<file path="config.mk">
export PLATFORM = sky130hd
export DESIGN_NAME = code_sec_top
export DESIGN_NICKNAME = d
export VERILOG_FILES = /design/src/rtl/code_sec_pkg.sv /design/src/rtl/code_sec_ctrl_level.sv /design/src/rtl/code_sec_datapath.sv /design/src/rtl/code_sec_ctrl.sv /design/src/rtl/code_sec_top.sv
export SDC_FILE = /design/constraint.sdc
export NUM_CORES = 1
export LEC_CHECK = 0
export BUFFER_PORTS_ARGS = -buffer_cell sky130_fd_sc_hd__buf_2
export CAP_MARGIN = 5
export CORE_AREA = 2 2 39 41
export CTS_BUF_LIST = sky130_fd_sc_hd__clkbuf_8
export DETAILED_ROUTE_END_ITERATION = 8
export DIE_AREA = 0 0 41 43
export SLEW_MARGIN = 20
export SYNTH_ARGS = -nofsm -noshare
export SYNTH_HDL_FRONTEND = slang
export SYNTH_SLANG_ARGS = --single-unit
</file>
<file path="constraint.sdc">
create_clock -name clk -period 1.5 [get_ports clk]
set_input_delay 0.3 -clock clk [delete_from_list [all_inputs] [get_ports clk]]
set_output_delay 0.3 -clock clk [all_outputs]
set_load 0.01 [all_outputs]
</file>
<file path="src/rtl/code_sec_pkg.sv">
package code_sec_pkg;
  // levels at which each restriction begins
  localparam int PROG_LOCK_LVL   = 1;
  localparam int TBL_LOCK_LVL    = 1;
  localparam int EA_HOLD_LVL     = 1;
  localparam int VERIFY_LOCK_LVL = 2;
  localparam int FETCH_LOCK_LVL  = 3;

  typedef struct packed {
    logic tblDeny;
    logic verifyDeny;
    logic fetchDeny;
    logic progDeny;
    logic holdEa;
  } secStrobe_t;
endpackage

</file>
<file path="src/rtl/code_sec_ctrl_level.sv">
module code_sec_ctrl_level
  import code_sec_pkg::*;
#(
  parameter int NUM_SEC = 3,
  localparam int LVL_W = $clog2(NUM_SEC + 1)
) (
  input  logic               clk,
  input  logic               rstN,
  input  logic [NUM_SEC-1:0] secBits,
  output logic [LVL_W-1:0]   effLevel,
  output secStrobe_t         strobe
);
  logic [NUM_SEC:0] prefixSet;

  assign prefixSet[0] = 1'b1;
  generate
    for (genvar i = 0; i < NUM_SEC; i++) begin : gPrefix
      assign prefixSet[i+1] = prefixSet[i] & secBits[i];
    end
  endgenerate

  always_comb begin
    effLevel = '0;
    for (int i = 1; i <= NUM_SEC; i++) begin
      if (prefixSet[i]) effLevel = effLevel + LVL_W'(1);
    end
  end

  always_comb begin
    strobe.tblDeny    = (int'(effLevel) >= TBL_LOCK_LVL);
    strobe.progDeny   = (int'(effLevel) >= PROG_LOCK_LVL);
    strobe.verifyDeny = (int'(effLevel) >= VERIFY_LOCK_LVL);
    strobe.fetchDeny  = (int'(effLevel) >= FETCH_LOCK_LVL);
    strobe.holdEa     = (int'(effLevel) >= EA_HOLD_LVL);
  end

  AST_PROG_LOCK: assert property (@(posedge clk) disable iff (!rstN)
    secBits[0] |-> strobe.progDeny);
  AST_VERIFY_LOCK: assert property (@(posedge clk) disable iff (!rstN)
    (secBits[0] && secBits[1]) |-> strobe.verifyDeny);
  AST_FETCH_LOCK: assert property (@(posedge clk) disable iff (!rstN)
    (&secBits) |-> strobe.fetchDeny);
  AST_OPEN_LEVEL: assert property (@(posedge clk) disable iff (!rstN)
    !secBits[0] |-> (effLevel == '0));
endmodule

</file>
<file path="src/rtl/code_sec_datapath.sv">
module code_sec_datapath
  import code_sec_pkg::*;
#(
  parameter int DATA_W = 8,
  parameter logic [DATA_W-1:0] FILL = '1
) (
  input  logic              clk,
  input  logic              rstN,
  input  secStrobe_t        strobe,
  input  logic              eaPin,
  input  logic              tblReq,
  input  logic              tblFromExt,
  input  logic [DATA_W-1:0] tblDataIn,
  output logic              tblGrant,
  output logic [DATA_W-1:0] tblDataOut,
  input  logic              verifyReq,
  output logic              verifyGrant,
  input  logic              fetchReq,
  output logic              fetchGrant,
  input  logic              progReq,
  output logic              progGrant,
  output logic              eaOut
);
  logic eaHold;
  logic tblBlocked;

  // sampled only while reset is held, kept afterwards
  always_ff @(posedge clk) begin
    if (!rstN) eaHold <= eaPin;
  end

  assign tblBlocked  = strobe.tblDeny & tblFromExt;
  assign tblGrant    = tblReq & ~tblBlocked;
  assign tblDataOut  = tblBlocked ? FILL : tblDataIn;
  assign verifyGrant = verifyReq & ~strobe.verifyDeny;
  assign fetchGrant  = fetchReq & ~strobe.fetchDeny;
  assign progGrant   = progReq & ~strobe.progDeny;
  assign eaOut       = strobe.holdEa ? eaHold : eaPin;

  AST_EA_HELD: assert property (@(posedge clk) disable iff (!rstN)
    ($past(rstN) && strobe.holdEa && $past(strobe.holdEa)) |-> $stable(eaOut));
  AST_EA_FOLLOW: assert property (@(posedge clk) disable iff (!rstN)
    !strobe.holdEa |-> (eaOut == eaPin));
  AST_TBL_FILL: assert property (@(posedge clk) disable iff (!rstN)
    (tblReq && tblFromExt && strobe.tblDeny) |-> (!tblGrant && tblDataOut == FILL));
  AST_NO_REQ_NO_GRANT: assert property (@(posedge clk) disable iff (!rstN)
    (!tblReq && !verifyReq && !fetchReq && !progReq)
      |-> !(tblGrant || verifyGrant || fetchGrant || progGrant));
endmodule

</file>
<file path="src/rtl/code_sec_ctrl.sv">
module code_sec_ctrl
  import code_sec_pkg::*;
#(
  parameter int NUM_SEC = 3,
  parameter int DATA_W = 8,
  parameter logic [DATA_W-1:0] FILL = '1
) (
  input  logic               clk,
  input  logic               rstN,
  input  logic [NUM_SEC-1:0] secBits,
  input  logic               eaPin,
  input  logic               tblReq,
  input  logic               tblFromExt,
  input  logic [DATA_W-1:0]  tblDataIn,
  output logic               tblGrant,
  output logic [DATA_W-1:0]  tblDataOut,
  input  logic               verifyReq,
  output logic               verifyGrant,
  input  logic               fetchReq,
  output logic               fetchGrant,
  input  logic               progReq,
  output logic               progGrant,
  output logic               eaOut
);
  localparam int LVL_W = $clog2(NUM_SEC + 1);
  secStrobe_t strobe;
  logic [LVL_W-1:0] effLevel;

  code_sec_ctrl_level #(.NUM_SEC(NUM_SEC)) uLevel (
    .clk(clk), .rstN(rstN), .secBits(secBits),
    .effLevel(effLevel), .strobe(strobe)
  );

  code_sec_datapath #(.DATA_W(DATA_W), .FILL(FILL)) uPath (
    .clk(clk), .rstN(rstN), .strobe(strobe), .eaPin(eaPin),
    .tblReq(tblReq), .tblFromExt(tblFromExt), .tblDataIn(tblDataIn),
    .tblGrant(tblGrant), .tblDataOut(tblDataOut),
    .verifyReq(verifyReq), .verifyGrant(verifyGrant),
    .fetchReq(fetchReq), .fetchGrant(fetchGrant),
    .progReq(progReq), .progGrant(progGrant), .eaOut(eaOut)
  );
endmodule

</file>
<file path="src/rtl/code_sec_top.sv">
module code_sec_top (
  input  logic       clk,
  input  logic       rstN,
  input  logic [2:0] secBits,
  input  logic       eaPin,
  input  logic       tblReq,
  input  logic       tblFromExt,
  input  logic [7:0] tblDataIn,
  output logic       tblGrant,
  output logic [7:0] tblDataOut,
  input  logic       verifyReq,
  output logic       verifyGrant,
  input  logic       fetchReq,
  output logic       fetchGrant,
  input  logic       progReq,
  output logic       progGrant,
  output logic       eaOut
);
  code_sec_ctrl #(.NUM_SEC(3), .DATA_W(8), .FILL(8'hFF)) uCore (
    .clk(clk), .rstN(rstN), .secBits(secBits), .eaPin(eaPin),
    .tblReq(tblReq), .tblFromExt(tblFromExt), .tblDataIn(tblDataIn),
    .tblGrant(tblGrant), .tblDataOut(tblDataOut),
    .verifyReq(verifyReq), .verifyGrant(verifyGrant),
    .fetchReq(fetchReq), .fetchGrant(fetchGrant),
    .progReq(progReq), .progGrant(progGrant), .eaOut(eaOut)
  );
endmodule

</file>
Word level (Yosys, flattened, before mapping). Index checks and enable logic that the tools add are counted.

$add $sub $neg: 2. Multiply operators: 0. Div/mod/pow operators: 0. Magnitude comparators: 3. Equal/unequal tests: 0. Shifts and indexed selects: 0. Mux-type cells: 5. Bitwise operators: 11. Reduce and logical (&&, ||, !) cells: 0.

Operators with widths (number): 8-bit two-way mux (1); 1-bit AND (7); 2-bit by 1-bit adder with 2-bit output, second input constant (2); 2-bit greater-or-equal comparator, second input constant (2); 2-bit two-way mux (2); 1-bit inverter (4); 2-bit by 1-bit greater-or-equal comparator with 1-bit output, second input constant (1); 1-bit two-way mux (2).

Flip-flop bits (word level): 1. Latch bits: 0. Memory bits (writable): 0. Bits in read-only memories: 0. Bits of input ports: 19. Output and inout port bits: 13. Word-level logic and storage cells: 22. Memories kept: 0.

Longest topological paths before layout.
Word-level depth: 9. Mapped depth: 2. Gate-level depth less buffers: 2.

Cells and area by module. A second synthesis with hierarchy kept.

Cell total of the unflattened synthesis: 25. Area, all modules: 212.7 um2.

By module, submodules not included: code_sec_datapath (instances 1, cells an instance 17, area an instance 157.7 um2, sequential area each 30.0 um2); code_sec_ctrl_level (instances 1, cells an instance 8, area an instance 55.1 um2, sequential area each 0.0 um2).

Worst setup path after synthesis. OpenSTA, ideal clock, no wires.

Path type: input to output. Start: input secBits[0]. End: output eaOut. Arrival time: 0.635 ns. Required time: 1.200 ns. Slack: 0.565 ns. Cell stages on the path: 1. Buffers on the path: 0. Path through: mux2_2.

Word-level cells in the longest chain between the ends: 7. Elaborated cells between the ends (all ways): 9. Those cells by class: add/sub (2); order compare (1); mux (4); bitwise (2).

Ends and longest elaborated chain: start: declaration (RTL line code_sec_top.sv:4) `input logic [2:0] secBits,`; 1-bit two-way mux (RTL line code_sec_ctrl_level.sv:25) `if (prefixSet[i]) effLevel = effLevel + LVL_W'(1);`; 2-bit by 1-bit adder with 2-bit output (RTL line code_sec_ctrl_level.sv:25); 2-bit two-way mux (RTL line code_sec_ctrl_level.sv:25); 2-bit by 1-bit adder with 2-bit output (RTL line code_sec_ctrl_level.sv:25); 2-bit two-way mux (*) (RTL line code_sec_ctrl_level.sv:25); 2-bit by 1-bit greater-or-equal comparator with 1-bit output (*) (RTL line code_sec_ctrl_level.sv:34) `strobe.holdEa = (int'(effLevel) >= EA_HOLD_LVL);`; 1-bit two-way mux (*) (RTL line code_sec_datapath.sv:38) `assign eaOut = strobe.holdEa ? eaHold : eaPin;`; end: declaration (RTL line code_sec_top.sv:17) `output logic eaOut`.

Mark *: on every way between the ends. The rest lies on a longest branch, timed or not.

Worst setup path after layout. Ends and elaborated chain as after synthesis.

==> run summary <==
Max FO, Critical Path: 5
Iter 0 DRT Violations: 0
CTS hold repair buffers: 0
postcts setup bufs: 0
Top Registers: uCore.uPath.eaHold: 1 flops
hold slack: 0.495 ns
Syn-to-layout area delta: 132%
Worst path max stage delay: 0.33 ns
Top cell by count, worst path: buf_2
Setup crit end kind: output port
Peak VDD IR: 0.000164 V
register name with the most flops: uCore.uPath.eaHold
Starting Density: 9.58%
Sum Neg Setup Slack: 0 ns
f_max: 0.838 GHz
# resized after CTS: 0
DR WL met2: 246 µm
Leak: 0.183 nW
Arrival @ worst endpoint: 0.89 ns
outcome: finished, final reports clean
gpl congestion: 0.589
Post-Route M1 WL: 153 µm
RSZ-0062 raised after global routing: no
Total GRT Usage: 4.70%
wire length of the first global-routing pass: 607 µm
Avg WL per Cell: 7.88 µm
initial antenna violation count: 0
largest net degree at the start of global routing: 10
sequential share of the synthesized area: 22.6%
final critical-path share of the clock period: 79.6%
Netlist cell types: 9
Fill cells: 164
area of the core: 1380 µm²
routed wire length: 504 µm
Power Density: 366 nW/µm²
Avg Synthesized Cell Area: 7.80 µm²
clock-pin slew on the worst setup and hold paths: 0 ns
vias in the first global route: 191
Slew Limit Fails: 0
Post-Syn Nets: 36
Pre-antenna DRT Iters: 1
die boundary height: 43 µm
Tmin final: 1.19 ns
die area: 1760 µm²
MaxCap Viol Count: 0
Worst EP required: 1.20 ns
worst hold-check path type: in -> reg
relative slew slack: 89.4%
Met3 Wirelength: 104 µm
global route total overflow: 0
number of flip-flops in the largest register: 1
crit-path cells: buf_2, mux2_2, buf_2
Setup violations, final: 0
Setup crit start kind: input port
die width: 41 µm
post-route ant nets: 0
CP Class: in -> out
synth warn: 0
count of buffers from port buffering: 31
critical path's slowest cell: mux2_2
top sig layer: met3
Ports: 32
Cell Rows: 14
share of layout cells above drive strength 1: 68.8%
routed vias: 243
DR vias/cell: 3.80
drt drc: 0
antenna cells: 0
mapped cell area: 133 µm²
Final Hold Viols: 0
Layout Nets: 69
worst slew pin tran: 0.158 ns
Yosys reg bits: 1
Post-Synthesis Cells: 17
## layout by cell type, fill, tap and decap left out
cell type and n:
buf_2 31, nand2b_1 8, inv_1 2, nand2_2 1
a31oi_1 1, and2b_1 1, mux2_2 1, and2_1 1
a21boi_0 1, edfxtp_1 1
## worst max-delay path, delay by kind of cell
kind | cells | cell delay (ns)
mux | 1 | 0.33
buf+inv | 2 | 0.27
## cells in the mapped netlist
master    n  share of area (%)
a21boi_0  1                5.7
a31oi_1   1                4.7
edfxtp_1  1                 23
and2_1    1                4.7
nand2b_1  8                 38
inv_1     2                5.7
mux2_2    1                8.5
nand2_2   1                4.7
and2b_1   1                5.7
## layer usage
| layer | global-route usage (%) | vias up |
|---|---|---|
| met4 | 0 | 0 |
| met5 | 0 | - |
| li1 | - | 116 |
| met2 | 11.3 | 31 |
| met1 | 3.49 | 96 |
| met3 | 0 | 0 |
## path summary, 6_finish.rpt
check	startpoint	to	slack, ns	cells past startpoint
min	eaPin	uCore.uPath.eaHold	0.50	1
max	secBits[0]	eaOut	0.31	3
## layout make-up
cell class | instances | area, µm² | share of cell area, %
inverters | 2 | 7.51 | 2.44
repair buffers | 31 | 155 | 50.4
flip-flops and latches | 1 | 30.0 | 9.76
well taps | 16 | 20.0 | 6.50
multi-input cells | 14 | 95.1 | 30.9
## power breakdown
| part | leakage (nW) | switching, mW | total (mW) | internal (mW) |
|---|---|---|---|---|
| clock | 0 | 0 | 0 | 0 |
| sequential | 0.00979 | 0.000513 | 0.0343 | 0.0338 |
| combinational | 0.173 | 0.0352 | 0.0785 | 0.0433 |
## stage by stage
stage                     total power, mW  worst slack [ns]  util, %  std cells  cell area, µm²
after floorplan                    0.0676             0.565        -         17             133
after CTS                           0.115             0.304     22.2         64             308
after global placement              0.113             0.319     22.2         64             308
after global routing                0.124             0.284     22.2         64             308
after detailed placement            0.115             0.306     22.2         64             308
final                               0.113             0.306     22.2         64             308
## cell families (layout without fill, tap and decap cells)
| logic type | Yosys count | in the layout | synth area share [%] |
|---|---|---|---|
| buf+inv | 2 | 33 | 5.66 |
| compound gates | 2 | 2 | 10.4 |
| simple gates | 11 | 11 | 52.8 |
| mux | 1 | 1 | 8.49 |
| flops | 1 | 1 | 22.6 |
(Power assumes the default switching activity.)
